--- config.mk ---
export PLATFORM = sky130hd
export DESIGN_NAME = ring_evt_agg
export DESIGN_NICKNAME = d
export VERILOG_FILES = /design/src/rtl/ring_evt_pkg.sv /design/src/rtl/ring_evt_store.sv /design/src/rtl/ring_evt_mask.sv /design/src/rtl/ring_evt_arm.sv /design/src/rtl/ring_evt_agg.sv
export SDC_FILE = /design/constraint.sdc
export NUM_CORES = 1
export LEC_CHECK = 0
export ABC_AREA = 1
export CORE_MARGIN = 2
export CORE_UTILIZATION = 35
export DETAILED_ROUTE_END_ITERATION = 10
export GPL_ROUTABILITY_DRIVEN = 0
export GPL_TIMING_DRIVEN = 0
export HOLD_SLACK_MARGIN = 0.03
export SLEW_MARGIN = 20
export SYNTH_ARGS = -nofsm -noshare
export SYNTH_HDL_FRONTEND = slang
export SYNTH_HIERARCHICAL = 1
export SYNTH_SLANG_ARGS = --single-unit
--- constraint.sdc ---
create_clock -name clk -period 3.2 [get_ports clk]
set_input_delay 0.32 -clock clk [delete_from_list [all_inputs] [get_ports clk]]
set_output_delay 0.32 -clock clk [all_outputs]
set_load 0.02 [all_outputs]
--- src/rtl/ring_evt_pkg.sv ---
package ring_evt_pkg;
   localparam int WORD_W = 32;

   // number of 32-bit words needed to hold a bit count
   function automatic int words_for(input int bits);
      return (bits + WORD_W - 1) / WORD_W;
   endfunction

   // index width for a count of words (at least one bit)
   function automatic int idx_width(input int count);
      return (count > 1) ? $clog2(count) : 1;
   endfunction

   // mask of the valid bits inside word w of a field of the given length
   function automatic logic [WORD_W-1:0] valid_mask(input int bits, input int w);
      int cnt;
      cnt = bits - w * WORD_W;
      if (cnt >= WORD_W) return '1;
      if (cnt <= 0) return '0;
      return (WORD_W'(1) << cnt) - WORD_W'(1);
   endfunction
endpackage

--- src/rtl/ring_evt_store.sv ---
module ring_evt_store #(
   parameter int N      = 12,
   parameter int SW     = 2,
   parameter int IDX_W  = 1
) (
   input  logic                 clk,
   input  logic                 rst_n,
   input  logic [N-1:0]         tx_ev,
   input  logic [N-1:0]         rx_ev,
   input  logic [N-1:0]         ovf_ev,
   input  logic                 clr_en,
   input  logic [IDX_W-1:0]     clr_idx,
   output logic [SW*32-1:0]     stat_flat
);
   logic [SW*32-1:0] ev_pad;
   logic [31:0]      st_q [SW];

   // pack events: transmit, then receive, then overflow
   always_comb begin
      ev_pad = '0;
      ev_pad[3*N-1:0] = {ovf_ev, rx_ev, tx_ev};
   end

   for (genvar w = 0; w < SW; w++) begin : g_word
      logic clr_hit;
      assign clr_hit = clr_en && (clr_idx == IDX_W'(w));

      always_ff @(posedge clk) begin
         if (!rst_n) begin
            st_q[w] <= '0;
         end else begin
            // clearing read and new event in one cycle: event survives
            st_q[w] <= (clr_hit ? 32'h0 : st_q[w]) | ev_pad[w*32 +: 32];
         end
      end

      assign stat_flat[w*32 +: 32] = st_q[w];
   end
endmodule

--- src/rtl/ring_evt_mask.sv ---
module ring_evt_mask #(
   parameter int N     = 12,
   parameter int EW    = 1,
   parameter int IDX_W = 1
) (
   input  logic               clk,
   input  logic               rst_n,
   input  logic               wr_en,
   input  logic [IDX_W-1:0]   wr_idx,
   input  logic [31:0]        wdata,
   output logic [EW*32-1:0]   en_flat
);
   logic [31:0] en_q [EW];

   for (genvar w = 0; w < EW; w++) begin : g_word
      localparam logic [31:0] KEEP = ring_evt_pkg::valid_mask(2*N, w);

      always_ff @(posedge clk) begin
         if (!rst_n) begin
            en_q[w] <= '0;
         end else if (wr_en && (wr_idx == IDX_W'(w))) begin
            en_q[w] <= wdata;
         end
      end

      // bits beyond the 2N enables are forced to zero
      assign en_flat[w*32 +: 32] = en_q[w] & KEEP;
   end
endmodule

--- src/rtl/ring_evt_arm.sv ---
module ring_evt_arm #(
   parameter int SW    = 2,
   parameter int IDX_W = 1
) (
   input  logic             clk,
   input  logic             rst_n,
   input  logic             rd_stat,
   input  logic [IDX_W-1:0] rd_idx,
   input  logic             pending,
   output logic             irq
);
   logic [SW-1:0] seen_q;
   logic [SW-1:0] seen_nxt;
   logic          armed_q;
   logic          fire;

   assign fire = armed_q && pending;

   always_comb begin
      seen_nxt = seen_q;
      for (int i = 0; i < SW; i++) begin
         if (rd_stat && !armed_q && (rd_idx == IDX_W'(i))) seen_nxt[i] = 1'b1;
      end
   end

   always_ff @(posedge clk) begin
      if (!rst_n) begin
         armed_q <= 1'b1;
         seen_q  <= '0;
         irq     <= 1'b0;
      end else begin
         irq <= fire;
         if (fire) begin
            armed_q <= 1'b0;
            seen_q  <= '0;
         end else if (!armed_q && (&seen_nxt)) begin
            armed_q <= 1'b1;
            seen_q  <= '0;
         end else begin
            seen_q  <= seen_nxt;
         end
      end
   end
endmodule

--- src/rtl/ring_evt_agg.sv ---
module ring_evt_agg #(
   parameter int N      = 12,
   parameter int ADDR_W = 6
) (
   input  logic              clk,
   input  logic              rst_n,
   input  logic [N-1:0]      tx_done_i,
   input  logic [N-1:0]      rx_done_i,
   input  logic [N-1:0]      rx_ovf_i,
   input  logic              rd_en_i,
   input  logic              wr_en_i,
   input  logic [ADDR_W-1:0] addr_i,
   input  logic [31:0]       wdata_i,
   output logic [31:0]       rdata_o,
   output logic              irq_o
);
   import ring_evt_pkg::*;

   localparam int SW       = words_for(3*N);
   localparam int EW       = words_for(2*N);
   localparam int SIDX_W   = idx_width(SW);
   localparam int EIDX_W   = idx_width(EW);
   localparam int ENA_BASE = 2**(ADDR_W-2);
   localparam int ID_ADDR  = 2**ADDR_W - 1;

   localparam logic [ADDR_W-1:0] SW_A   = ADDR_W'(SW);
   localparam logic [ADDR_W-1:0] EW_A   = ADDR_W'(EW);
   localparam logic [ADDR_W-1:0] ENA_LO = ADDR_W'(ENA_BASE);
   localparam logic [ADDR_W-1:0] ID_A   = ADDR_W'(ID_ADDR);
   localparam logic [10:0]       HOPS   = 11'(N);

   // elaboration-time parameter checks
   if (N < 1 || N > 2047) begin : g_bad_n
      $error("ring_evt_agg: N must be in 1..2047");
   end
   if (ADDR_W < 3) begin : g_bad_aw
      $error("ring_evt_agg: ADDR_W too small");
   end
   if (SW > ENA_BASE) begin : g_bad_stat
      $error("ring_evt_agg: status words overlap enable region");
   end
   if (ENA_BASE + EW > ID_ADDR) begin : g_bad_ena
      $error("ring_evt_agg: enable words overlap identification word");
   end

   logic [SW*32-1:0]  stat_flat;
   logic [EW*32-1:0]  en_flat;
   logic [31:0]       stat_w [SW];
   logic [31:0]       en_w   [EW];

   logic              stat_sel, ena_sel, id_sel;
   logic [ADDR_W-1:0] e_off;
   logic [SIDX_W-1:0] s_idx;
   logic [EIDX_W-1:0] e_idx;
   logic              pending;

   // address decode: status from 0, enables from ENA_BASE, id at top
   assign e_off    = addr_i - ENA_LO;
   assign stat_sel = addr_i < SW_A;
   assign ena_sel  = (addr_i >= ENA_LO) && (e_off < EW_A);
   assign id_sel   = addr_i == ID_A;
   assign s_idx    = SIDX_W'(addr_i);
   assign e_idx    = EIDX_W'(e_off);

   ring_evt_store #(.N(N), .SW(SW), .IDX_W(SIDX_W)) u_store (
      .clk       (clk),
      .rst_n     (rst_n),
      .tx_ev     (tx_done_i),
      .rx_ev     (rx_done_i),
      .ovf_ev    (rx_ovf_i),
      .clr_en    (rd_en_i && stat_sel),
      .clr_idx   (s_idx),
      .stat_flat (stat_flat)
   );

   ring_evt_mask #(.N(N), .EW(EW), .IDX_W(EIDX_W)) u_mask (
      .clk     (clk),
      .rst_n   (rst_n),
      .wr_en   (wr_en_i && ena_sel),
      .wr_idx  (e_idx),
      .wdata   (wdata_i),
      .en_flat (en_flat)
   );

   for (genvar w = 0; w < SW; w++) begin : g_sw
      assign stat_w[w] = stat_flat[w*32 +: 32];
   end
   for (genvar w = 0; w < EW; w++) begin : g_ew
      assign en_w[w] = en_flat[w*32 +: 32];
   end

   // receive enable gates both receive and overflow bits
   always_comb begin
      pending = |(stat_flat[N-1:0]     & en_flat[2*N-1:N])
              | |(stat_flat[2*N-1:N]   & en_flat[N-1:0])
              | |(stat_flat[3*N-1:2*N] & en_flat[N-1:0]);
   end

   ring_evt_arm #(.SW(SW), .IDX_W(SIDX_W)) u_arm (
      .clk     (clk),
      .rst_n   (rst_n),
      .rd_stat (rd_en_i && stat_sel),
      .rd_idx  (s_idx),
      .pending (pending),
      .irq     (irq_o)
   );

   always_ff @(posedge clk) begin
      if (!rst_n) begin
         rdata_o <= '0;
      end else if (rd_en_i) begin
         if (stat_sel)      rdata_o <= stat_w[s_idx];
         else if (ena_sel)  rdata_o <= en_w[e_idx];
         else if (id_sel)   rdata_o <= {21'b0, HOPS};
         else               rdata_o <= '0;
      end
   end
endmodule

==> After elaboration in Yosys (flattened, before gate mapping) <==
Memories as Yosys holds them, arrays and structs flattened.
Index checks and enable logic that the tools add are counted.
{ "word_totals": {"ff_bits": 36, "ram_bits": 96, "in_bits": 78, "out_inout_bits": 33, "wordCells": 67, "n_memories": 2} }
{ "op_classes": {"n_addsub": 1, "order_cmp": 5, "n_eq_ne": 1, "n_mux": 22, "bitwise_logic": 13, "reduce_logical": 19} }
{ "memory_table": {"columns": ["name", "depth", "word_bits", "read_ports", "rd_ports_with_merged_regs", "write_ports", "line_no", "text"], "rows": [
  ["u_store.st_q", 2, 32, 2, 0, 2, "ring_evt_store.sv:16", "logic [31:0] st_q [SW];"],
  ["u_mask.en_q", 1, 32, 1, 0, 1, "ring_evt_mask.sv:13", "logic [31:0] en_q [EW];"]
]} }
{ "op_table": {"columns": ["operator", "n"], "rows": [
  ["32-bit two-way mux", 11],
  ["12-bit bitwise AND", 3],
  ["12-bit OR reduction", 3],
  ["32-bit bitwise OR", 1],
  ["32-bit by 4-bit bitwise OR with 32-bit output", 1],
  ["32-bit OR reduction", 1],
  ["1-bit logical AND", 11],
  ["1-bit two-way mux", 10],
  ["6-bit == test (second input constant)", 1],
  ["6-bit by 5-bit >= comparator with 1-bit output (second input constant)", 1],
  ["6-bit by 1-bit less-than comparator with 1-bit output (second input constant)", 1],
  ["6-bit by 2-bit less-than comparator with 1-bit output (second input constant)", 1],
  ["6-bit by 5-bit subtractor with 6-bit output (second input constant)", 1],
  ["4-bit two-way mux", 1],
  ["1-bit bitwise OR", 4],
  ["1-bit inverter", 3],
  ["3-bit OR reduction", 1],
  ["2-bit >= comparator (second input constant)", 1],
  ["1-bit inverter with 2-bit output", 1],
  ["2-bit AND reduction", 1],
  ["2-bit nonzero test", 1],
  ["1-bit logical NOT", 1],
  ["1-bit less-than comparator (second input constant)", 1]
]} }

==> Longest topological paths before layout <==
{ "depth": {"ltp_word": 10, "mapped_depth": 11, "depth_no_buf": 10} }

==> Modules after synthesis <==
Netlist, hierarchy kept.
{ "by_module_without_submodules": {"columns": ["module", "n_inst", "cells_each", "area_per_inst_um2", "seq_area_each_um2"], "rows": [
  ["ring_evt_agg", 1, 437, 2369.8, 640.6],
  ["ring_evt_store", 1, 179, 1441.4, 720.7],
  ["ring_evt_mask", 1, 87, 1058.5, 720.7],
  ["ring_evt_arm", 1, 25, 193.9, 80.1]
]} }

==> Worst setup path before layout <==
OpenSTA, ideal clock, no wires.
{ "synth_path": {"path_kind": "input port to flip-flop", "startpoint": "input addr_i[0]", "endpoint": "memory u_mask.en_q[0][0], enable pin", "arrival_ns": 1.600, "required_ns": 2.819, "slack_ns": 1.219, "cell_stages": 6, "cell_sequence": "buf_2 > nor2_2 > buf_2 > and3_1 > nand2_1 > nand2_1"} }
{ "synth_between": {"elab_chain_len": 10} }
{ "synth_rtl": {"columns": ["element", "line_no", "text"], "rows": [
  ["from (decl)", "ring_evt_agg.sv:12", "input logic [ADDR_W-1:0] addr_i,"],
  ["6-bit by 5-bit subtractor with 6-bit output", "ring_evt_agg.sv:58", "assign e_off = addr_i - ENA_LO;"],
  ["6-bit by 1-bit less-than comparator with 1-bit output", "ring_evt_agg.sv:60", "assign ena_sel = (addr_i >= ENA_LO) && (e_off < EW_A);"],
  ["1-bit logical AND", "ring_evt_agg.sv:60", null],
  ["1-bit logical AND", "ring_evt_agg.sv:79", ".wr_en (wr_en_i && ena_sel),"],
  ["1-bit logical AND (*)", "ring_evt_mask.sv:21", "end else if (wr_en && (wr_idx == IDX_W'(w))) begin"],
  ["1-bit two-way mux (*)", "ring_evt_mask.sv:21", null],
  ["1-bit two-way mux (*)", "ring_evt_mask.sv:19", "if (!rst_n) begin"],
  ["1-bit two-way mux (implied by the code) (*)", "ring_evt_mask.sv:22", "en_q[w] <= wdata;"],
  ["32-bit OR reduction (no source line)", null, null],
  ["1-bit two-way mux (no source line) (*)", null, null],
  ["to (decl)", "ring_evt_mask.sv:13", null]
]} }
Every way passes the cells marked *; elsewhere a longest branch is shown, timed or not.

==> Worst setup path in the final report <==
{ "layout_path": {"startpoint": "input addr_i[0]", "endpoint": "memory u_mask.en_q[0][21], enable pin"} }
The elaborated chain is that of the path after synthesis.

==> reports/results.ini <==
[drt]
post-route-drc-count=0
vias_per_cell=4.34
drt_iter0_markers=320
firstDrtPassIters=5
ant_nets=0
totalWireLength_mm=14.5
wl_per_cell_um=13.7
route.vias.total=4598

[worst_setup_path]
critPathArrivalTime_ns=2.63
critPathRequiredTime_ns=3.17
path_class=in -> reg
crit_path_start_kind=input pin
end_kind=flip-flop
path_max_fanout=24

[timing]
relSlewSlack=0.366
period_share=0.832
hold_ws_ns=0.444
final_hold_viol_count=0
fin_tns_setup_ns=0
rsz0062_at_grt=false
setup_viol=0
final-max-slew-violation-count=0
min_period_ns=2.66
fmax_mhz=376
tightest_slew_ns=0.949
clock_skew_ns=0.00370

[clock_tree]
cts_sinks=96
cts_hold_buffers=0
clk_latency_ns=0.34
cts_resized=0
root_buffer=clkbuf_16
cts.clk_slew.worst_paths_ns=0.07
numCtsBuffers=9
h-tree-depth=3
post_cts.repair.setup_buffers=0
clockBufferDepth=2
tritoncts=built

[logic_synthesis]
ys_ff_latch=96
syn_area_um2=5060
synth.distinct_cells=28
ys_seq_area_frac=0.427
synth_edf_count=24
synth_cells=728
yosysWarningCount=6
synthArstFlopShare=0
synthTopCellsByCount=227 x nand2_1, 110 x nor2_1, 76 x inv_1
synth_top_cell_by_area=dfxtp_1
synth_top_area_frac=0.285
ys_top_cells_by_area=dfxtp_1 28%, nand2_1 17%, edfxtp_1 14%
synth_most_common_cell=nand2_1
synth_area_per_cell_um2=6.96
synth-main-ff-cell=dfxtp_1

[place]
dp_hpwl_mm=11.4
numPortBuffers=101
placed_area_um2=6430

[floorplan]
initial_core_util=0.362
core-area_um2=14000
die_h_um=124
die_w_um=124
num_rows=43
die-area_um2=15400
ios=111

[global_routing]
grt_pass1_vias=4337
grt-ovfl-total=0
antenna_found_initial=0
grt_util_all_layers=0.191
grt_start_max_net_pins=25
grt_pass1_wl_mm=23.2

[power]
finalPower_w=0.00305
cellPowerDensity_nw_per_um2=450
irDropWorstVdd_v=0.000249
power_leakage_nw=3.39

[cells_and_area]
diodes=0
fillers=1486
fin_nets=952
design_area_um2=6770
utilization=0.484
synthToLayoutAreaGrowth_pct=33.8
layout-drive-gt1-share=0.132

[status]
outcome=completed

[job]
drv_cap=0

[worst_hold_path]
hp-class=in -> reg

==> registers in the layout, indices dropped and copies added, names as in the netlist <==
register       flops
u_store/st_q      36
rdata_o           32
u_mask/en_q       24
u_arm/seen_q       2
u_arm/armed_q      1
u_arm/irq          1
==> layer usage <==
layer / share of wire / GRT usage / up-vias
met1: 0.49 / 0.279 / 1986
met2: 0.43 / 0.288 / 147
met3: 0.066 / 0.0412 / 11
li1: - / - / 2454
met5: 0 / 0 / -
met4: 0.0095 / 0.0456 / 0
==> placed cells by master, fill, tap and decap left out <==
cell | Yosys | final
buf_2 | 17 | 17
clkbuf_8 | 0 | 1
inv_6 | 0 | 1
conb_1 | 2 | 36
edfxtp_1 | 24 | 24
inv_1 | 76 | 76
nor2_1 | 110 | 110
nand3_1 | 39 | 39
or2_4 | 1 | 1
nor3_1 | 1 | 1
mux2i_1 | 5 | 5
bufinv_16 | 0 | 3
clkbuf_16 | 0 | 9
a21oi_1 | 37 | 37
nor2_8 | 1 | 1
nand2_4 | 2 | 2
clkinv_2 | 0 | 1
nand2_2 | 3 | 3
nand3_2 | 4 | 4
dfxtp_1 | 72 | 72
nand2_1 | 227 | 227
clkdlybuf4s50_1 | 0 | 101
buf_4 | 36 | 36
clkbuf_1 | 5 | 6
o21ai_0 | 6 | 6
inv_2 | 6 | 6
or2_0 | 1 | 1
and3_1 | 1 | 1
nand4_1 | 11 | 11
buf_1 | 3 | 3
nand3b_1 | 6 | 6
buf_6 | 7 | 7
o21ai_1 | 1 | 1
nor2_2 | 24 | 24
==> path summary, 6_finish.rpt <==
kind / startpoint / slack [ns] / cells past startpoint / end
worst max-delay path: addr_i[0] / 0.54 / 7 / u_mask/en_q[0][21]
worst min-delay path: rd_en_i / 0.44 / 5 / rdata_o[28]
worst max register to register: u_mask/en_q[0][6] / 1.55 / 9 / u_arm/seen_q[1]
worst min register to register: u_arm/armed_q / 0.46 / 2 / u_arm/irq
==> worst max-delay path, stage by stage <==
cell	delay (ns)
clkdlybuf4s50_1	0.56
buf_2	0.26
nor2_2	0.19
buf_2	0.25
and3_1	0.26
nand2_1	0.07
nand2_1	0.69
==> layout make-up <==
cell class | instances | area, um^2 | area share
sequential | 96 | 2160 | 0.319
timing repair buffer | 101 | 1010 | 0.149
clock buffer | 11 | 243 | 0.0358
buffer | 68 | 464 | 0.0685
tap | 180 | 225 | 0.0332
multi-input combinational | 516 | 2260 | 0.333
clock inverter | 5 | 104 | 0.0153
inverter | 82 | 308 | 0.0454
==> logic make-up (layout without fill, tap and decap cells) <==
| group | Yosys count | count (layout) | synth area share |
|---|---|---|---|
| buffers and inverters | 150 | 267 | 0.152 |
| other | 2 | 36 | 0.00148 |
| AO/OA/AOI/OAI | 44 | 44 | 0.0435 |
| multiplexers | 5 | 5 | 0.00988 |
| AND/OR/NAND/NOR | 431 | 431 | 0.366 |
| flip-flops | 96 | 96 | 0.427 |
==> power breakdown <==
group / internal (W) / total (W) / switching [W]
sequential: 0.00131 / 0.00137 / 0.0000626
clock: 0.000788 / 0.00126 / 0.000473
combinational: 0.000207 / 0.000419 / 0.000212
==> stage by stage <==
stage / cells / setup WS (ns)
floorplan: 762 / 1.22
global placement: 1043 / 0.178
detailed placement: 1043 / 0.183
CTS: 1059 / 0.539
global route: 1059 / 0.362
finish: 1059 / 0.539
Power figures use the tool's default switching activity.
